$ cat src/rtl/sysclk_pkg.sv
`timescale 1ns/1ps
package sysclk_pkg;
  localparam int NSRC   = 5;
  localparam int SEL_W  = 3;
  localparam int CFG_DW = 16;
  localparam int ADDR_W = 2;

  typedef enum logic [SEL_W-1:0] {
    SRC_RCDIV    = 3'd0,
    SRC_EXT_FAST = 3'd1,
    SRC_PLL_R    = 3'd2,
    SRC_INT_SLOW = 3'd3,
    SRC_EXT_SLOW = 3'd4
  } src_e;

  localparam logic [ADDR_W-1:0] REG_SEL  = 2'd0;
  localparam logic [ADDR_W-1:0] REG_RC   = 2'd1;
  localparam logic [ADDR_W-1:0] REG_AHB  = 2'd2;
  localparam logic [ADDR_W-1:0] REG_APB  = 2'd3;

  // legal divisor: exactly one bit set, at a position not above max_exp
  function automatic logic div_ok(input logic [CFG_DW-1:0] v, input int max_exp);
    int   ones;
    logic in_range;
    ones     = 0;
    in_range = 1'b1;
    for (int i = 0; i < CFG_DW; i++) begin
      if (v[i]) begin
        ones++;
        if (i > max_exp) in_range = 1'b0;
      end
    end
    return in_range && (ones == 1);
  endfunction

  // bit position of the set bit of a legal divisor
  function automatic int div_exp(input logic [CFG_DW-1:0] v);
    int e;
    e = 0;
    for (int i = 0; i < CFG_DW; i++) begin
      if (v[i]) e = i;
    end
    return e;
  endfunction
endpackage

$ cat src/rtl/sysclk_cfg_regs.sv
`timescale 1ns/1ps
module sysclk_cfg_regs
  import sysclk_pkg::*;
#(
  parameter int RC_EXP_MAX  = 7,
  parameter int AHB_EXP_MAX = 9,
  parameter int APB_EXP_MAX = 4,
  parameter int EW          = 4
) (
  input  logic              clk,
  input  logic              rst,
  input  logic              cfg_we,
  input  logic [ADDR_W-1:0] cfg_addr,
  input  logic [CFG_DW-1:0] cfg_wdata,
  output src_e              sel_req,
  output logic [EW-1:0]     rc_exp,
  output logic [EW-1:0]     ahb_exp,
  output logic [EW-1:0]     apb_exp
);
  logic          sel_ok;
  logic          rc_ok;
  logic          ahb_ok;
  logic          apb_ok;
  logic [EW-1:0] wr_exp;

  always_comb begin
    sel_ok = (cfg_wdata < CFG_DW'(NSRC));
    rc_ok  = div_ok(cfg_wdata, RC_EXP_MAX);
    ahb_ok = div_ok(cfg_wdata, AHB_EXP_MAX);
    apb_ok = div_ok(cfg_wdata, APB_EXP_MAX);
    wr_exp = EW'(div_exp(cfg_wdata));
  end

  always_ff @(posedge clk) begin
    if (rst) begin
      sel_req <= SRC_RCDIV;
      rc_exp  <= '0;
      ahb_exp <= '0;
      apb_exp <= '0;
    end else if (cfg_we) begin
      case (cfg_addr)
        REG_SEL: if (sel_ok) sel_req <= src_e'(cfg_wdata[SEL_W-1:0]);
        REG_RC:  if (rc_ok)  rc_exp  <= wr_exp;
        REG_AHB: if (ahb_ok) ahb_exp <= wr_exp;
        REG_APB: if (apb_ok) apb_exp <= wr_exp;
        default: ;
      endcase
    end
  end
endmodule

$ cat src/rtl/sysclk_div_stage.sv
`timescale 1ns/1ps
module sysclk_div_stage #(
  parameter int MAX_EXP = 9,
  parameter int EW      = 4,
  parameter bit TWIN    = 1'b0
) (
  input  logic          clk,
  input  logic          rst,
  input  logic          in_tick,
  input  logic [EW-1:0] req_exp,
  output logic          tick_o
);
  localparam int CW = MAX_EXP + 1;

  logic [CW-1:0] cnt;
  logic [CW-1:0] ratio;
  logic [EW-1:0] cur_exp;
  logic          at_end;
  logic          at_mid;

  assign ratio  = CW'(1) << cur_exp;
  assign at_end = (cnt == ratio - CW'(1));

  generate
    if (TWIN) begin : g_twin
      assign at_mid = (cur_exp != '0) && (cnt == (ratio >> 1) - CW'(1));
    end else begin : g_plain
      assign at_mid = 1'b0;
    end
  endgenerate

  always_ff @(posedge clk) begin
    if (rst) begin
      cnt     <= '0;
      cur_exp <= '0;
      tick_o  <= 1'b0;
    end else begin
      tick_o <= in_tick && (at_end || at_mid);
      if (in_tick) begin
        if (at_end) begin
          cnt     <= '0;
          cur_exp <= req_exp;
        end else begin
          cnt <= cnt + CW'(1);
        end
      end
    end
  end
endmodule

$ cat src/rtl/sysclk_src_mux.sv
`timescale 1ns/1ps
module sysclk_src_mux
  import sysclk_pkg::*;
(
  input  logic            clk,
  input  logic            rst,
  input  logic [NSRC-1:0] src_ticks,
  input  src_e            sel_req,
  output logic            sys_tick_o,
  output src_e            act_o
);
  logic pend_tick;
  logic do_switch;
  src_e act_nxt;

  always_comb begin
    pend_tick = src_ticks[sel_req];
    do_switch = (sel_req != act_o) && pend_tick;
    act_nxt   = do_switch ? sel_req : act_o;
  end

  always_ff @(posedge clk) begin
    if (rst) begin
      act_o      <= SRC_RCDIV;
      sys_tick_o <= 1'b0;
    end else begin
      act_o      <= act_nxt;
      sys_tick_o <= src_ticks[act_nxt];
    end
  end
endmodule

$ cat src/rtl/sysclk_tick_tree.sv
`timescale 1ns/1ps
module sysclk_tick_tree
  import sysclk_pkg::*;
#(
  parameter int RC_EXP_MAX  = 7,
  parameter int AHB_EXP_MAX = 9,
  parameter int APB_EXP_MAX = 4,
  parameter int AUX_EXP     = 3
) (
  input  logic              clk,
  input  logic              rst,
  input  logic              cfg_we,
  input  logic [ADDR_W-1:0] cfg_addr,
  input  logic [CFG_DW-1:0] cfg_wdata,
  input  logic              int_rc_tick,
  input  logic              ext_fast_tick,
  input  logic              pll_r_tick,
  input  logic              int_slow_tick,
  input  logic              ext_slow_tick,
  output logic              tick_rcdiv,
  output logic              tick_sys,
  output logic              tick_ahb,
  output logic              tick_ahb8,
  output logic              tick_apb,
  output logic              tick_tmr,
  output logic [SEL_W-1:0]  active_src
);
  localparam int EW = $clog2(AHB_EXP_MAX + 1);

  src_e            sel_req;
  src_e            act_sel;
  logic [EW-1:0]   rc_exp;
  logic [EW-1:0]   ahb_exp;
  logic [EW-1:0]   apb_exp;
  logic [NSRC-1:0] src_ticks;

  sysclk_cfg_regs #(
    .RC_EXP_MAX (RC_EXP_MAX),
    .AHB_EXP_MAX(AHB_EXP_MAX),
    .APB_EXP_MAX(APB_EXP_MAX),
    .EW         (EW)
  ) u_cfg (
    .clk      (clk),
    .rst      (rst),
    .cfg_we   (cfg_we),
    .cfg_addr (cfg_addr),
    .cfg_wdata(cfg_wdata),
    .sel_req  (sel_req),
    .rc_exp   (rc_exp),
    .ahb_exp  (ahb_exp),
    .apb_exp  (apb_exp)
  );

  sysclk_div_stage #(.MAX_EXP(RC_EXP_MAX), .EW(EW), .TWIN(1'b0)) u_rcdiv (
    .clk(clk), .rst(rst), .in_tick(int_rc_tick), .req_exp(rc_exp), .tick_o(tick_rcdiv)
  );

  // vector position equals the select code
  assign src_ticks = {ext_slow_tick, int_slow_tick, pll_r_tick, ext_fast_tick, tick_rcdiv};

  sysclk_src_mux u_mux (
    .clk       (clk),
    .rst       (rst),
    .src_ticks (src_ticks),
    .sel_req   (sel_req),
    .sys_tick_o(tick_sys),
    .act_o     (act_sel)
  );

  assign active_src = act_sel;

  sysclk_div_stage #(.MAX_EXP(AHB_EXP_MAX), .EW(EW), .TWIN(1'b0)) u_ahb (
    .clk(clk), .rst(rst), .in_tick(tick_sys), .req_exp(ahb_exp), .tick_o(tick_ahb)
  );

  sysclk_div_stage #(.MAX_EXP(AUX_EXP), .EW(EW), .TWIN(1'b0)) u_ahb8 (
    .clk(clk), .rst(rst), .in_tick(tick_ahb), .req_exp(EW'(AUX_EXP)), .tick_o(tick_ahb8)
  );

  sysclk_div_stage #(.MAX_EXP(APB_EXP_MAX), .EW(EW), .TWIN(1'b0)) u_apb (
    .clk(clk), .rst(rst), .in_tick(tick_ahb), .req_exp(apb_exp), .tick_o(tick_apb)
  );

  // lockstep copy of the APB counter that also fires at mid-period
  sysclk_div_stage #(.MAX_EXP(APB_EXP_MAX), .EW(EW), .TWIN(1'b1)) u_tmr (
    .clk(clk), .rst(rst), .in_tick(tick_ahb), .req_exp(apb_exp), .tick_o(tick_tmr)
  );
endmodule

$ cat config.mk
export PLATFORM = sky130hd
export DESIGN_NAME = sysclk_tick_tree
export DESIGN_NICKNAME = d
export VERILOG_FILES = /design/src/rtl/sysclk_pkg.sv /design/src/rtl/sysclk_cfg_regs.sv /design/src/rtl/sysclk_div_stage.sv /design/src/rtl/sysclk_src_mux.sv /design/src/rtl/sysclk_tick_tree.sv
export SDC_FILE = /design/constraint.sdc
export NUM_CORES = 1
export LEC_CHECK = 0
export BUFFER_PORTS_ARGS = -buffer_cell sky130_fd_sc_hd__buf_4
export CAP_MARGIN = 20
export CORE_MARGIN = 4
export CORE_UTILIZATION = 35
export DETAILED_ROUTE_END_ITERATION = 8
export GPL_TIMING_DRIVEN = 0
export PLACE_DENSITY = 0.48
export SLEW_MARGIN = 0
export SYNTH_ARGS = -nofsm -noshare
export SYNTH_HDL_FRONTEND = slang
export SYNTH_SLANG_ARGS = --single-unit
$ cat constraint.sdc
create_clock -name clk -period 15.33 [get_ports clk]
set_clock_uncertainty 0.05 [all_clocks]
set_input_delay 0.7665 -clock clk [delete_from_list [all_inputs] [get_ports clk]]
set_output_delay 0.7665 -clock clk [all_outputs]
set_load 0.005 [all_outputs]
==> flow_metrics.tcl <==
set metrics [dict create \
    async_flop_share_pct 0 \
    num_rows 47 \
    cts_sinks 73 \
    core_um2 16600 \
    critPathMostFrequentCell "ha_1" \
    fin_cells 998 \
    synthesis.nets 784 \
    leakagePower_nw 2.79 \
    drive_above_1_share_pct 10.7 \
    path_class "input pin to flop" \
    hold_buffers 0 \
    post_cts_buffers 0 \
    hold_class "flop to flop" \
    io_buffer_count 29 \
    fillers 1721 \
    slowest_delay_ps 480 \
    finalSetupViolCount 0 \
    end_kind "flop" \
    finalWirelength_um 13900 \
    clk_latency_ps 340 \
    yosysUniqueCellTypes 79 \
    tns_ps 0 \
    place_inst 982 \
    htree_levels 3 \
    finalPower_w 0.000852 \
    synth_seq_cells 73 \
    grt_remaining_overflow 0 \
    grt_usage_pct 14.6 \
    post-synth-top-area-cell "dfxtp_1" \
    ant_nets 0 \
    syn_inst 733 \
    cts-buffers-inserted 9 \
    maxSlewHeadroom_pct 39.9 \
    hpwlAfterDp_um 11000 \
    start_util_pct 35.7 \
    irDropWorstVdd_mv 0.0539 \
    clock_path_buffers 2 \
    synth.area.top_cells "dfxtp_1 (25%), xor2_1 (7.0%), mux2i_1 (6.8%)" \
    viasPerCell 5.09 \
    fin_nets 824 \
    synth_area_um2 5920 \
    pin_count 35 \
    grt_pass1_vias 4945 \
    postCtsResizedCells 0 \
    first_iter_violations 233 \
    arrival_ps 10350 \
    drc 0 \
    gp_congestion 0.835 \
    avgSynthCellArea_um2 8.08 \
    max-cap-violations 0 \
    p_per_area_nw_per_um2 127 \
    grt_start_max_net_pins 15 \
    die_height_um 138 \
    worstSetupStartpointType "input pin" \
    slew_viol_final 0 \
    area_growth_pct 13.6 \
    worst_pin_slew_ps 893 \
    dieArea_um2 19100 \
    synth_top_area_share_pct 24.7 \
    finalWorstSetupSlack_ps 5190 \
    ys.warnings.count 0 \
    grt_pass1_wl_um 23700 \
    synth_edf_count 0 \
    yosysSeqAreaShare_pct 24.7 \
    vias 5076 \
    timing.final.hold_violations 0 \
    worstRegToRegCells 14 \
    antenna_found_initial 0 \
    cts_tree "built" \
    crit_slowest_cell "nor4_2" \
    status "finished clean" \
    root_buffer "clkbuf_16" \
    period_share_pct 66.1 \
    wl_per_cell_um 13.9 \
    synth_ff_type "dfxtp_1" \
    preCtsSetupSlack_ps 4840 \
    die_w_um 138 \
    fin_crit_ps 10140 \
    path_clk_slew_ps 60 \
    min_path_cells 2 \
    rsz0062_at_grt "false" \
    timing.fmax_mhz 98.6 \
    critPathRequiredTime_ps 15550 \
    drt-pass1-iter-count 6 \
    n_antenna_cell 0 \
    critPathMaxFanout 7 \
]
==> metal layers <==
metal / track usage, % / share of wire [%] / vias up / wire length (µm)
li1: - / - / 2638 / -
met4: 4.16 / 1.5 / 0 / 208
met1: 19.1 / 48 / 2364 / 6740
met5: 0 / 0 / - / 0
met2: 24.5 / 48 / 60 / 6640
met3: 2.80 / 2.3 / 14 / 315
==> worst max-delay path: cells and delay by family <==
family                   cells  cell delay (ps)
multiplexers                 6             1280
XOR/XNOR                     1              150
AO/OA/AOI/OAI               11             1360
AND/OR/NAND/NOR             13             1990
adder cells (fa/ha/maj)     14             4160
buffers and inverters        6              640
==> worst paths after layout <==
kind / start / end / slack [ps]
max: cfg_wdata[0] / u_cfg.apb_exp[1] / 5190
min: u_cfg.ahb_exp[3] / u_cfg.ahb_exp[3] / 410
max reg2reg: u_rcdiv.cur_exp[3] / u_rcdiv.cnt[5] / 12180
min reg2reg: u_cfg.ahb_exp[3] / u_cfg.ahb_exp[3] / 410
==> registers in the layout (all words and copies together) (netlist names), 3 cells and up <==
signal and count:
u_apb.cur_exp 4, u_tmr.cnt 5, u_mux.act_o 3, u_ahb8.cnt 4, u_ahb.cur_exp 4, u_cfg.sel_req 3
u_rcdiv.cnt 8, u_ahb.cnt 10, u_cfg.rc_exp 4, u_apb.cnt 5, u_tmr.cur_exp 4, u_cfg.ahb_exp 4
u_cfg.apb_exp 4, u_rcdiv.cur_exp 4
==> cell families after synthesis <==
kind of cell,share of synthesized area (%)
xor gates and xnor gates,17.6
and+or+nand+nor,27.3
DFF,24.7
adders and majority gates,5.28
buffers and inverters,4.42
muxes,8.29
AOI/OAI and AO/OA,12.4
==> cell usage after synthesis, types with 18 or more instances <==
library cell,count
dfxtp_1,73
xor2_1,47
ha_1,25
nor2_1,99
nand4_1,18
a21oi_1,25
inv_1,25
nand2_1,77
xnor2_1,38
o21ai_0,30
nor3_1,19
mux2i_1,40
nand3_1,24
clkbuf_1,27
==> per-stage QoR <==
stage,util [%],area [µm²],hold slack [ps]
detailed placement,38.7,6410,402
finish,40.6,6730,408
global route,40.6,6730,437
CTS,40.6,6730,412
floorplan,-,5920,378
global placement,38.7,6410,397
==> cell type report <==
class | instances | area (µm²) | share of cell area, %
multi-input cells | 598 | 4200 | 62.4
flip-flops and latches | 73 | 1460 | 21.7
well taps | 220 | 275 | 4.09
clock buffers | 10 | 239 | 3.55
repair buffers | 29 | 218 | 3.24
plain buffers | 36 | 164 | 2.44
inverters | 26 | 97.6 | 1.45
clock inverters | 6 | 73.8 | 1.10
==> placed cells by master (no fill, tap or decap), types with 3 or more instances in the layout <==
cell type  instances
nor2_1            99
nand2_1           77
dfxtp_1           73
xor2_1            47
mux2i_1           40
xnor2_1           38
buf_4             32
o21ai_0           30
clkbuf_1          27
inv_1             25
a21oi_1           25
ha_1              25
nand3_1           24
nor3_1            19
nand4_1           18
nand2b_1          11
and3_1            11
nand3b_1          10
clkbuf_16          9
and2_1             8
xnor3_1            7
nor2b_1            7
or2_2              6
o31ai_1            5
nor3b_1            5
xnor2_2            4
o21a_1             4
a31o_2             4
a22oi_1            4
or3_1              3
nor4_1             3
o211ai_1           3
a41o_1             3
o22ai_1            3
==> power breakdown <==
group / switching [W] / internal, W / leakage [nW]
sequential: 0.00000106 / 0.000191 / 0.589
clock: 0.0000870 / 0.000133 / 0.148
combinational: 0.000243 / 0.000198 / 2.06
Power figures use the tool's default switching activity.
